`config.mk`:
```
export PLATFORM = sky130hd
export DESIGN_NAME = stmem_target
export DESIGN_NICKNAME = d
export VERILOG_FILES = /design/src/rtl/stmem_pkg.sv /design/src/rtl/stmem_sync2.sv /design/src/rtl/stmem_cs_decode.sv /design/src/rtl/stmem_access_fsm.sv /design/src/rtl/stmem_target.sv
export SDC_FILE = /design/constraint.sdc
export NUM_CORES = 1
export LEC_CHECK = 0
export ABC_AREA = 1
export BUFFER_PORTS_ARGS = -buffer_cell sky130_fd_sc_hd__clkbuf_2
export CAP_MARGIN = 30
export CORE_UTILIZATION = 56
export DETAILED_ROUTE_END_ITERATION = 12
export PLACE_DENSITY = 0.84
export SETUP_SLACK_MARGIN = 0.15
export SLEW_MARGIN = 0
export SYNTH_ARGS = -nofsm -noshare
export SYNTH_HDL_FRONTEND = slang
export SYNTH_HIERARCHICAL = 1
export SYNTH_SLANG_ARGS = --single-unit
```
`constraint.sdc`:
```
create_clock -name clk -period 3.4 [get_ports clk]
set_input_delay 0.34 -clock clk [delete_from_list [all_inputs] [get_ports clk]]
set_output_delay 0.34 -clock clk [all_outputs]
set_load 0.03 [all_outputs]
```
`src/rtl/stmem_pkg.sv`:
```
package stmem_pkg;
  localparam int CS_COUNT = 2;
  localparam int SEL_W    = 1;

  typedef enum logic [1:0] {
    ST_IDLE = 2'd0,
    ST_BUSY = 2'd1,
    ST_HOLD = 2'd2
  } acc_state_e;
endpackage

```
`src/rtl/stmem_sync2.sv`:
```
module stmem_sync2 #(
  parameter int            W       = 1,
  parameter logic [W-1:0]  RST_VAL = '0
) (
  input  logic         clk,
  input  logic         rst_n,
  input  logic [W-1:0] d_i,
  output logic [W-1:0] q_o
);
  logic [W-1:0] stage1_q;
  logic [W-1:0] stage2_q;

  always_ff @(posedge clk or negedge rst_n) begin
    if (!rst_n) begin
      stage1_q <= RST_VAL;
      stage2_q <= RST_VAL;
    end else begin
      stage1_q <= d_i;
      stage2_q <= stage1_q;
    end
  end

  assign q_o = stage2_q;
endmodule

```
`src/rtl/stmem_cs_decode.sv`:
```
module stmem_cs_decode
  import stmem_pkg::*;
#(
  parameter int MIN_CYC_A = 5,
  parameter int MIN_CYC_B = 7,
  parameter int CNT_W     = 3
) (
  input  logic [CS_COUNT-1:0] cs_n_i,
  output logic                hit_o,
  output logic [SEL_W-1:0]    sel_o,
  output logic [CNT_W-1:0]    min_o
);
  logic [CS_COUNT-1:0] active;
  logic [CNT_W-1:0]    min_tab [CS_COUNT];

  assign active = ~cs_n_i;
  assign hit_o  = $onehot(active);

  for (genvar g = 0; g < CS_COUNT; g++) begin : g_min
    if (g == 0) begin : g_first
      assign min_tab[g] = CNT_W'(MIN_CYC_A);
    end else begin : g_rest
      assign min_tab[g] = CNT_W'(MIN_CYC_B);
    end
  end

  always_comb begin
    sel_o = '0;
    for (int i = 0; i < CS_COUNT; i++) begin
      if (active[i]) sel_o = SEL_W'(i);
    end
  end

  assign min_o = min_tab[sel_o];
endmodule

```
`src/rtl/stmem_access_fsm.sv`:
```
module stmem_access_fsm
  import stmem_pkg::*;
#(
  parameter int ADDR_W = 8,
  parameter int DATA_W = 16,
  parameter int CNT_W  = 3
) (
  input  logic              clk,
  input  logic              rst_n,
  input  logic              present_i,
  input  logic              write_i,
  input  logic [ADDR_W-1:0] addr_i,
  input  logic [DATA_W-1:0] wdata_i,
  input  logic [SEL_W-1:0]  sel_i,
  input  logic [CNT_W-1:0]  min_i,
  input  logic              req_ready_i,
  input  logic [DATA_W-1:0] req_rdata_i,
  output logic              req_valid_o,
  output logic              req_write_o,
  output logic [SEL_W-1:0]  req_sel_o,
  output logic [ADDR_W-1:0] req_addr_o,
  output logic [DATA_W-1:0] req_wdata_o,
  output logic [DATA_W-1:0] rdata_o,
  output logic              wait_o
);
  acc_state_e        state_q;
  logic [CNT_W-1:0]  cnt_q;
  logic [CNT_W-1:0]  min_q;
  logic              acked_q;
  logic              valid_q;
  logic              write_q;
  logic [SEL_W-1:0]  sel_q;
  logic [ADDR_W-1:0] addr_q;
  logic [DATA_W-1:0] wdata_q;
  logic [DATA_W-1:0] rdata_q;
  logic              wait_q;
  logic              hs;

  assign hs = valid_q && req_ready_i;

  always_ff @(posedge clk or negedge rst_n) begin
    if (!rst_n) begin
      state_q <= ST_IDLE;
      cnt_q   <= '0;
      min_q   <= '0;
      acked_q <= 1'b0;
      valid_q <= 1'b0;
      write_q <= 1'b0;
      sel_q   <= '0;
      addr_q  <= '0;
      wdata_q <= '0;
      rdata_q <= '0;
      wait_q  <= 1'b0;
    end else begin
      unique case (state_q)
        ST_IDLE: begin
          if (present_i) begin
            state_q <= ST_BUSY;
            valid_q <= 1'b1;
            write_q <= write_i;
            sel_q   <= sel_i;
            addr_q  <= addr_i;
            wdata_q <= wdata_i;
            min_q   <= min_i;
            cnt_q   <= CNT_W'(1);
            acked_q <= 1'b0;
            wait_q  <= 1'b1;
          end
        end
        ST_BUSY: begin
          if (hs) begin
            valid_q <= 1'b0;
            acked_q <= 1'b1;
            if (!write_q) rdata_q <= req_rdata_i;
          end
          if (cnt_q < min_q) cnt_q <= cnt_q + CNT_W'(1);
          if (acked_q && (cnt_q >= min_q)) begin
            state_q <= ST_HOLD;
            wait_q  <= 1'b0;
          end
        end
        ST_HOLD: begin
          if (!present_i) state_q <= ST_IDLE;
        end
        default: state_q <= ST_IDLE;
      endcase
    end
  end

  assign req_valid_o = valid_q;
  assign req_write_o = write_q;
  assign req_sel_o   = sel_q;
  assign req_addr_o  = addr_q;
  assign req_wdata_o = wdata_q;
  assign rdata_o     = rdata_q;
  assign wait_o      = wait_q;

  p_wait_min_r4: assert property (@(posedge clk) disable iff (!rst_n)
    $fell(wait_q) |-> ($past(cnt_q) >= $past(min_q)));

  p_wait_covers_req_r5: assert property (@(posedge clk) disable iff (!rst_n)
    valid_q |-> wait_q);

  p_valid_hold_r6: assert property (@(posedge clk) disable iff (!rst_n)
    (valid_q && !req_ready_i) |=> (valid_q && $stable(addr_q) && $stable(write_q)
                                    && $stable(wdata_q) && $stable(sel_q)));

  p_hold_quiet_r9: assert property (@(posedge clk) disable iff (!rst_n)
    (state_q == ST_HOLD) |=> !$rose(valid_q));
endmodule

```
`src/rtl/stmem_target.sv`:
```
module stmem_target
  import stmem_pkg::*;
#(
  parameter int ADDR_W    = 8,
  parameter int DATA_W    = 16,
  parameter int MIN_CYC_A = 5,
  parameter int MIN_CYC_B = 7
) (
  input  logic                clk,
  input  logic                rst_n,
  input  logic [ADDR_W-1:0]   bus_addr_i,
  input  logic [CS_COUNT-1:0] bus_cs_n_i,
  input  logic                bus_oe_n_i,
  input  logic                bus_we_n_i,
  input  logic [DATA_W-1:0]   bus_data_i,
  output logic [DATA_W-1:0]   bus_data_o,
  output logic                bus_data_oe_o,
  output logic                bus_wait_o,
  output logic                req_valid_o,
  input  logic                req_ready_i,
  output logic                req_write_o,
  output logic [SEL_W-1:0]    req_sel_o,
  output logic [ADDR_W-1:0]   req_addr_o,
  output logic [DATA_W-1:0]   req_wdata_o,
  input  logic [DATA_W-1:0]   req_rdata_i
);
  localparam int MIN_MAX = (MIN_CYC_A > MIN_CYC_B) ? MIN_CYC_A : MIN_CYC_B;
  localparam int CNT_W   = $clog2(MIN_MAX + 1);
  localparam int CTL_W   = CS_COUNT + 2;
  localparam int DAT_W   = ADDR_W + DATA_W;

  logic [CTL_W-1:0]    ctl_s;
  logic [DAT_W-1:0]    dat_s;
  logic [CS_COUNT-1:0] cs_n_s;
  logic                oe_n_s;
  logic                we_n_s;
  logic [ADDR_W-1:0]   addr_s;
  logic [DATA_W-1:0]   wdata_s;
  logic                cs_hit;
  logic [SEL_W-1:0]    cs_sel;
  logic [CNT_W-1:0]    cs_min;
  logic                present;

  stmem_sync2 #(.W(CTL_W), .RST_VAL({CTL_W{1'b1}})) u_ctl_sync (
    .clk   (clk),
    .rst_n (rst_n),
    .d_i   ({bus_cs_n_i, bus_oe_n_i, bus_we_n_i}),
    .q_o   (ctl_s)
  );

  stmem_sync2 #(.W(DAT_W), .RST_VAL({DAT_W{1'b0}})) u_dat_sync (
    .clk   (clk),
    .rst_n (rst_n),
    .d_i   ({bus_addr_i, bus_data_i}),
    .q_o   (dat_s)
  );

  assign {cs_n_s, oe_n_s, we_n_s} = ctl_s;
  assign {addr_s, wdata_s}        = dat_s;

  stmem_cs_decode #(.MIN_CYC_A(MIN_CYC_A), .MIN_CYC_B(MIN_CYC_B), .CNT_W(CNT_W)) u_dec (
    .cs_n_i (cs_n_s),
    .hit_o  (cs_hit),
    .sel_o  (cs_sel),
    .min_o  (cs_min)
  );

  assign present       = cs_hit && (!oe_n_s || !we_n_s);
  assign bus_data_oe_o = cs_hit && !oe_n_s;

  stmem_access_fsm #(.ADDR_W(ADDR_W), .DATA_W(DATA_W), .CNT_W(CNT_W)) u_fsm (
    .clk         (clk),
    .rst_n       (rst_n),
    .present_i   (present),
    .write_i     (!we_n_s),
    .addr_i      (addr_s),
    .wdata_i     (wdata_s),
    .sel_i       (cs_sel),
    .min_i       (cs_min),
    .req_ready_i (req_ready_i),
    .req_rdata_i (req_rdata_i),
    .req_valid_o (req_valid_o),
    .req_write_o (req_write_o),
    .req_sel_o   (req_sel_o),
    .req_addr_o  (req_addr_o),
    .req_wdata_o (req_wdata_o),
    .rdata_o     (bus_data_o),
    .wait_o      (bus_wait_o)
  );

  p_start_decoded_r2: assert property (@(posedge clk) disable iff (!rst_n)
    $rose(req_valid_o) |-> $past(cs_hit));

  p_start_raises_wait_r1: assert property (@(posedge clk) disable iff (!rst_n)
    $rose(req_valid_o) |-> $rose(bus_wait_o));
endmodule

```
After elaboration in Yosys (flattened, before gate mapping) --
Cells that the tools add are included.
Operators by class: add/subtract/negate cells 2, equal/unequal tests 8, mux-type cells 19, bitwise gates (word level) 3, magnitude comparators 3, reductions and logical operators 15
Operator list (count):
- 3-bit AND reduction | 5
- 3-bit two-way mux | 4
- 2-bit two-way mux | 4
- 2-bit by 1-bit inequality test with 1-bit output, second input constant | 4
- 1-bit two-way mux | 6
- 1-bit one-hot mux with 2 select lines | 3
- 2-bit one-hot mux with 3 select lines | 1
- 3-bit one-hot mux with 2 select lines | 1
- 2-bit by 1-bit == test with 1-bit output, second input constant | 2
- 1-bit logical AND | 4
- 3-bit by 1-bit adder with 3-bit output, second input constant | 1
- 3-bit >= comparator | 1
- 3-bit less-than comparator | 1
- 1-bit by 1-bit adder with 2-bit output | 1
- 2-bit == test, second input constant | 1
- 2-bit >= comparator, second input constant | 1
- 1-bit logical NOT | 2
- 2-bit logical NOT | 1
- 2-bit inequality test, second input constant | 1
- 1-bit inverter with 2-bit output | 1
- 2-bit inverter | 1
- 2-bit AND reduction | 1
- 2-bit nonzero test | 1
- 1-bit logical OR | 1
- 1-bit inverter | 1
Storage, ports and cells: input bits 47, output and inout port bits 45, register bits after elaboration 109, logic and storage cells 65

Depth between registers and ports, before layout --
Gate-level depths: netlist of run 1.
depth in word-level cells 6, gate-level depth with buffers 11, depth with buffers taken out 11

Modules after synthesis --
The synthesis of run 1 kept the hierarchy.
By module, submodules not included:
- stmem_access_fsm | area each 2194.6 um^2, cells each 245, seq. area each 1326.3 um^2, instances 1
- stmem_sync2 at u_dat_sync | area each 1201.2 um^2, cells each 48, seq. area each 1201.2 um^2, instances 1
- stmem_sync2 at u_ctl_sync | area each 210.2 um^2, cells each 8, seq. area each 210.2 um^2, instances 1
- stmem_cs_decode | area each 47.5 um^2, cells each 9, seq. area each 0.0 um^2, instances 1
- stmem_target | area each 20.0 um^2, cells each 4, seq. area each 0.0 um^2, instances 1

Worst setup path before layout of run 1 --
OpenSTA, ideal clock, no wires.
path kind flip-flop to flip-flop, from register u_ctl_sync.stage2_q[3] (netlist: u_ctl_sync/q_o[3]), to register u_fsm.cnt_q[0], setup time 117 ps, clock period less this slack 1464 ps, slack 1936 ps, buffers on the path 1, arrival 1347 ps, stages on the path, launching flop included 11, data required time 3283 ps, cells stage by stage dfstp_2 -> nand2_1 -> nand2_1 -> inv_1 -> a21oi_2 -> nand2_1 -> nor2_4 -> inv_2 -> buf_2 -> nand3_1 -> nand2_1
On the way: longest elaborated chain between the ends 6
RTL lines:
- from (decl) | line stmem_sync2.sv:11 | logic [W-1:0] stage2_q;
- from (signal assigned) | line stmem_sync2.sv:19 | stage2_q <= stage1_q;
- 2-bit inverter | line stmem_cs_decode.sv:16 | assign active = ~cs_n_i;
- 1-bit by 1-bit adder with 2-bit output (not written as such) | line stmem_cs_decode.sv:17 | assign hit_o = $onehot(active);
- 2-bit by 1-bit == test with 1-bit output | line stmem_cs_decode.sv:17
- via cs_hit | line stmem_target.sv:39 | logic cs_hit;
- 1-bit logical AND | line stmem_target.sv:68 | assign present = cs_hit && (!oe_n_s || !we_n_s);
- via present | line stmem_target.sv:42 | logic present;
- 2-bit by 1-bit inequality test with 1-bit output (no source line)
- 3-bit AND reduction (no source line)
- to (signal assigned) | line stmem_access_fsm.sv:76 | if (cnt_q < min_q) cnt_q <= cnt_q + CNT_W'(1);
- to (decl) | line stmem_access_fsm.sv:27 | logic [CNT_W-1:0] cnt_q;
The timed path passes the listed nets, and every way through them passes these cells. A chain may end at the register's enable or synchronous reset.

Worst setup path after layout of run 1 --
from register u_ctl_sync.stage2_q[3] (netlist: u_ctl_sync/q_o[3]), to output port bus_data_oe_o
On the way: longest elaborated chain between the ends 4
RTL lines:
- 2-bit inverter | line stmem_cs_decode.sv:16
- 1-bit by 1-bit adder with 2-bit output (not written as such) | line stmem_cs_decode.sv:17
- 2-bit by 1-bit == test with 1-bit output | line stmem_cs_decode.sv:17
- via cs_hit | line stmem_target.sv:39
- 1-bit logical AND | line stmem_target.sv:69 | assign bus_data_oe_o = cs_hit && !oe_n_s;
- to (decl) | line stmem_target.sv:17 | output logic bus_data_oe_o,
The timed path passes the listed nets, and every way through them passes these cells.

==> impl_metrics.toml, run 1 <==
[setup_path]
critical_path.startpoint = "u_ctl_sync/q_o[3]$_DFF_PN1_"
worstSetupPathType = "flip-flop to output pin"
r2r.worst_path.cells = 11
timing.critical_path.from_type = "flip-flop"
setup_slack_on_the_worst_flop_to_flop_path_ns = 1.67
crit_arrival_ns = 1.44
worstSetupEndpoint = "bus_data_oe_o"
cp_max_fo = 2
crit-reg2reg-launch = "u_ctl_sync/q_o[2]$_DFF_PN1_"
cp_data_required_time_ns = 3.06
timing.critical_path.to_type = "output pin"
r2r_endpoint = "u_fsm/cnt_q[0]$_DFFE_PN0P_"

[sta]
rsz0062_at_grt = "false"
final_hold_viols = 0
timing_worst_slew_pin_value_ns = 0.719
setup_tns_ns = 0
maxSlewHeadroom_pct = 52.1
worst_clock_skew_ns = 0.0102
setup_violations = 0
max_clock_freq_ghz = 0.560
period_needed_ns = 1.78
slew_viol_final = 0
final_cycle_share_pct = 52.5

[power_and_ir_drop]
p_per_area_mw_per_mm2 = 916
p_leak_nw = 2.37
report.power.total_mw = 3.99
power.ir.vdd_worst_mv = 0.543

[cells_and_area]
post_layout_nonfiller_instances = 488
layout.nets = 458
number_of_antenna_cells_inserted = 0
drive_above_1_share_pct = 30.7
mostFrequentLayoutCell = "nand2_1"
areaGrowthSynthToFinish_pct = 18.7
layout.cells.most_common_list = "nand2_1, dfrtp_1, clkbuf_2, nand3_1, inv_1"
fill_cells = 449

[floorplanning]
chipWidth_um = 83.0
core_area_sq_mm = 0.00635
initial_utilization_pct = 57.9
floorplan_die_height_um = 83.0
io-pin-count = 92
floorplan.die_area_sq_mm = 0.00689
num_rows = 29

[outcome]
run_status = "completed"

[clock_network]
post_cts_buffers = 0
cts_root_buffer = "clkbuf_8"
cts_sinks = 109
worst_skew_pair.late_latency_ns = 0.36
post_cts_resize_count = 0
tritoncts = "built"
cts-buffers-inserted = 9
ctsLongestPathBuffers = 2
cts-hold-fix-buffers = 0
register_clock_pin_slew_on_the_reported_worst_setup_and_hold_paths_ns = 0.09
h_tree_depth = 3

[route]
drt-total-wl_mm = 6.34
post_drt_via_cell_ratio = 4.94
route.detailed.drc = 0
drt_pass1_iterations = 4
drtAntennaViolNets = 0
drt_iter0_drc = 142
avgRoutedWirePerCell_um = 13.0
dr_total_vias = 2410

[placed_design]
port_buffers = 91
post-place-cells = 473
place.gp.congestion = 0.788
hpwl_mm = 4.33

[flow_run]
cap_violations = 0

[yosys]
synthesis.yosys.warnings = 6
ys_types = 22
synth_largest_area_cell = "dfrtp_1"
netlist_instances = 314
ys_seq_elements = 109
synthesis.area_per_instance_sq_um = 11.7
synthesized_area_sq_mm = 0.00367
post-synth-top-area-fraction_pct = 68.8
seq_area_frac_synth_pct = 74.5
synthTopCellsByArea = "dfrtp_1, nand2_1, dfstp_2"

[global_route]
grt_remaining_overflow = 0
wire_length_of_the_first_global_routing_pass_mm = 10.8
grt_pass1_vias = 2435
number_of_antenna_violations_at_the_first_check_in_global_routing = 0
overall_track_demand_over_capacity_in_global_routing_pct = 20.3
grt_max_degree = 61

[worst_hold_path]
holdCritPathClass = "input port to async pin"
report_power, final:
| part | switching (mW) | internal (mW) | leakage [nW] |
|---|---|---|---|
| Sequential | 0.191 | 1.62 | 1.31 |
| Combinational | 1.03 | 0.396 | 0.974 |
| Clock | 0.406 | 0.342 | 0.0942 |
synthesized netlist by cell type, drive strengths merged:
cell   instances
dfstp          8
dfrtp        101
nand3         23
conb           1
inv           14
nor2           7
xnor2          1
a21oi          4
o21ai          4
buf           13
nor3           1
ha             4
nand2        131
nand4          2
flip-flops by register name, summed over array words and instances, names as in the netlist:
name	cells
u_fsm/rdata_o	16
u_fsm/acked_q	1
u_dat_sync/q_o	24
u_fsm/req_write_o	1
u_dat_sync/stage1_q	24
u_ctl_sync/stage1_q	4
u_fsm/state_q	2
u_fsm/wait_o	1
u_ctl_sync/q_o	4
u_fsm/req_valid_o	1
u_fsm/req_wdata_o	16
u_fsm/req_sel_o	1
u_fsm/min_q	3
u_fsm/cnt_q	3
u_fsm/req_addr_o	8
critical path: stages (launching register included):
cell	delay [ns]
dfstp_2	0.55
nand2_1	0.05
nand2_1	0.06
inv_1	0.05
nor2_1	0.15
clkbuf_2	0.23
worst min-delay path by stage:
stage                                           start                                to  cells past startpoint
finish                                          rst_n      u_fsm/rdata_o[7]$_DFFE_PN0P_                      1
floorplan                                       rst_n       u_dat_sync/q_o[0]$_DFF_PN0_                      0
detailed placement  u_dat_sync/stage1_q[18]$_DFF_PN0_      u_dat_sync/q_o[18]$_DFF_PN0_                      0
CTS                                        bus_we_n_i  u_ctl_sync/stage1_q[0]$_DFF_PN1_                      1
global placement    u_dat_sync/stage1_q[17]$_DFF_PN0_      u_dat_sync/q_o[17]$_DFF_PN0_                      0
global route                               bus_oe_n_i  u_ctl_sync/stage1_q[1]$_DFF_PN1_                      1
cells by family (layout without fill, tap and decap cells):
family,after synthesis,after routing,share of synthesized area [%]
xor gates and xnor gates,1,1,0.238
buffers and inverters,27,123,3.71
other,1,2,0.102
and+or+nand+nor,164,164,18.9
AOI/OAI and AO/OA,8,8,1.19
adders and majority gates,4,4,1.36
DFF,109,109,74.5
metal layers:
layer | vias up | wire length (um) | global-route usage [%] | share of wire, %
met5 | - | 0 | 0 | 0
met3 | 16 | 267 | 4.27 | 4.2
met2 | 75 | 3130 | 32.1 | 49
met4 | 0 | 153 | 11.1 | 2.4
met1 | 1167 | 2780 | 26.7 | 44
li1 | 1152 | - | - | -
area by class of cell:
type	count	area, sq um	share of cell area, %
Sequential cell	109	2740	62.8
Tap cell	77	96.3	2.21
Timing Repair Buffer	94	480	11.0
Multi-Input combinational cell	179	803	18.4
Inverter	14	52.6	1.21
Clock inverter	5	62.6	1.43
Clock buffer	10	128	2.93
metrics by stage:
stage / instance area [sq um] / hold WS [ns] / utilization [%] / worst slack, ns
CTS: 4360 / 0.0349 / 68.7 / 1.62
global placement: 4170 / 0.333 / 65.7 / 1.77
finish: 4360 / 0.0240 / 68.7 / 1.62
global route: 4360 / 0.0332 / 68.7 / 1.46
detailed placement: 4170 / 0.335 / 65.7 / 1.66
floorplan: 3680 / 0.0444 / - / 1.94
Power figures use the tool's default switching activity.
==> inputs of run 2 (changes only) <==
- CORE_UTILIZATION: 56 -> 52
- PLACE_DENSITY: 0.84 -> 0.79
- clock period: 3.4 -> 1.7 ns (I/O delays scaled with it)
==> impl_metrics.toml, run 2 (same netlist as run 1, synthesis figures left out) <==
[cells_and_area]
layout.cells.most_common_list = "nand2_1, dfrtp_1, clkbuf_2, dlygate4sd3_1, nand3_1"
drive_above_1_share_pct = 34.8
areaGrowthSynthToFinish_pct = 34.3
fill_cells = 455
mostFrequentLayoutCell = "nand2_1"
multi_input_comb_area_sq_um = 868
postLayoutCoreUtil_pct = 72.6
number_of_antenna_cells_inserted = 0
layout.nets = 494
post-route-cell-area_sq_mm = 0.00493
seq_area_sq_mm = 0.00274

[route]
dr_total_vias = 2586
avgRoutedWirePerCell_um = 13.8
drt-total-wl_mm = 7.49
drtAntennaViolNets = 0
post_drt_via_cell_ratio = 4.75
drt_iter0_drc = 137
route.detailed.drc = 0
drt_pass1_iterations = 6

[floorplanning]
io-pin-count = 92
num_rows = 30
floorplan_die_height_um = 86.1
initial_utilization_pct = 54.1
core_area_sq_mm = 0.00679
chipWidth_um = 86.1
floorplan.die_area_sq_mm = 0.00740

[clock_network]
cts-buffers-inserted = 9
register_clock_pin_slew_on_the_reported_worst_setup_and_hold_paths_ns = 0.12
tritoncts = "built"
cts_root_buffer = "clkbuf_8"
ctsLongestPathBuffers = 2
worst_skew_pair.late_latency_ns = 0.37
h_tree_depth = 3
cts_sinks = 109

[setup_path]
r2r.worst_path.cells = 10
crit_arrival_ns = 1.90
cp_data_required_time_ns = 2.00
cp_max_fo = 6
crit-reg2reg-launch = "u_ctl_sync/q_o[2]$_DFF_PN1_"
setup_slack_on_the_worst_flop_to_flop_path_ns = 0.09
worstSetupPathType = "flip-flop to flip-flop"
timing.critical_path.from_type = "flip-flop"
timing.critical_path.to_type = "flip-flop"
r2r_endpoint = "u_fsm/state_q[0]$_DFFE_PN0P_"

[worst_hold_path]
holdCritPathClass = "input port to flip-flop"
hold_depth = 3
hold_path_end = "u_fsm/rdata_o[10]$_DFFE_PN0P_"
holdCritStartpoint = "req_rdata_i[10]"

[power_and_ir_drop]
p_clk_share_pct = 18.1
p_leak_nw = 2.61
comb_power_share_pct = 38.8
share_seq_of_total_power_pct = 43.1
power.ir.vdd_worst_mv = 0.925
p_per_area_mw_per_mm2 = 1710
power_report.internal_total_mw = 4.86
switching_share_pct = 42.4
power.switching_mw = 3.58

[global_route]
grt_max_degree = 40
wire_length_of_the_first_global_routing_pass_mm = 11.2
number_of_antenna_violations_at_the_first_check_in_global_routing = 0
overall_track_demand_over_capacity_in_global_routing_pct = 20.1
grt_pass1_vias = 2498
grt_remaining_overflow = 0

[flow_run]
cap_violations = 0

[outcome]
run_status = "completed"

[sta]
setup_tns_ns = 0
period_needed_ns = 1.61
slew_viol_final = 0
worst_clock_skew_ns = 0.0236
setup_violations = 0
rsz0062_at_grt = "true"
final_hold_viols = 0
final_cycle_share_pct = 94.5
max_clock_freq_ghz = 0.623

[placed_design]
port_buffers = 91
hpwl_mm = 4.25
post_detailed_placement_cell_area_sq_mm = 0.00423
place.gp.congestion = 0.732
==> run 2: cell types whose count changed in the layout (fill, tap and decap cells not counted), moves of 3 or more <==
| cell | delta |
|---|---|
| nand2_2 | +13 |
| nand2_1 | -15 |
| o21ai_0 | -3 |
| dlygate4sd3_1 | +29 |
| buf_12 | +4 |
| clkbuf_16 | +3 |
==> run 2: cell type report <==
cell class | count | share of cell area [%]
well taps | 96 | 2.43
clock inverters | 7 | 1.57
flip-flops and latches | 109 | 55.5
clock buffers | 9 | 2.51
repair buffers | 130 | 19.0
inverters | 14 | 1.39
multi-input cells | 179 | 17.6
==> run 2: worst max-delay path by stage <==
stage	cells after the start	start	endpoint	slack [ns]
after floorplan	10	u_ctl_sync/q_o[3]$_DFF_PN1_	u_fsm/cnt_q[0]$_DFFE_PN0P_	0.24
after global placement	11	u_ctl_sync/q_o[2]$_DFF_PN1_	u_fsm/cnt_q[2]$_DFFE_PN0P_	0.05
after detailed placement	11	u_ctl_sync/q_o[3]$_DFF_PN1_	u_fsm/cnt_q[0]$_DFFE_PN0P_	-0.02
after CTS	11	u_ctl_sync/q_o[2]$_DFF_PN1_	u_fsm/cnt_q[0]$_DFFE_PN0P_	0.12
after global routing	10	u_ctl_sync/q_o[2]$_DFF_PN1_	u_fsm/state_q[0]$_DFFE_PN0P_	-0.009
final	10	u_ctl_sync/q_o[2]$_DFF_PN1_	u_fsm/state_q[0]$_DFFE_PN0P_	0.09
==> run 2: timing repair <==
| action | 4_1_cts | 5_1_grt |
|---|---|---|
| pin swaps | 0 | 7 |
| setup buffers | 0 | 1 |
| cloned | 0 | 4 |
| hold buffers | 29 | 0 |
| resized for setup | 5 | 32 |
| endpoints found under the setup margin | 37 | 37 |
| hold endpoints to repair | 56 | 0 |
==> run 2: routing by layer <==
| metal | global-route usage (%) | wire (um) | share of wire, % |
|---|---|---|---|
| met4 | 6.67 | 168 | 2.2 |
| met1 | 25.9 | 3110 | 42 |
| met3 | 4.62 | 341 | 4.6 |
| met2 | 34.0 | 3870 | 52 |
| met5 | 0 | 0 | 0 |
==> run 2: power groups by stage <==
| stage | clock, mW | sequential [mW] | combinational [mW] |
|---|---|---|---|
| floorplan | 0 | 4.56 | 1.12 |
| global placement | 0 | 3.66 | 2.81 |
| detailed placement | 0 | 3.66 | 2.91 |
| CTS | 1.55 | 3.62 | 2.98 |
| global route | 1.66 | 3.70 | 3.56 |
| finish | 1.53 | 3.64 | 3.28 |
==> run 2: per-stage QoR <==
stage / total power [mW] / hold slack [ns] / cells / setup slack, ns
3_3_place_gp: 6.46 / 0.144 / 494 / 0.0529
5_1_grt: 8.92 / 0.0261 / 544 / -0.00927
3_5_place_dp: 6.57 / 0.148 / 494 / -0.0178
4_1_cts: 8.15 / 0.00890 / 539 / 0.124
2_1_floorplan: 5.68 / -0.126 / 315 / 0.236
6_report: 8.44 / 0.0180 / 544 / 0.0940
==> run 2: critical path, cell delays in order (launching register included) <==
cell and delay (ns):
dfstp_2 0.56, nand2_2 0.05, nand2_2 0.06, inv_2 0.04, a21oi_2 0.14, nand2_2 0.09, nor2_4 0.13, buf_12 0.17
clkbuf_16 0.16, a21oi_2 0.04, nand2_1 0.10
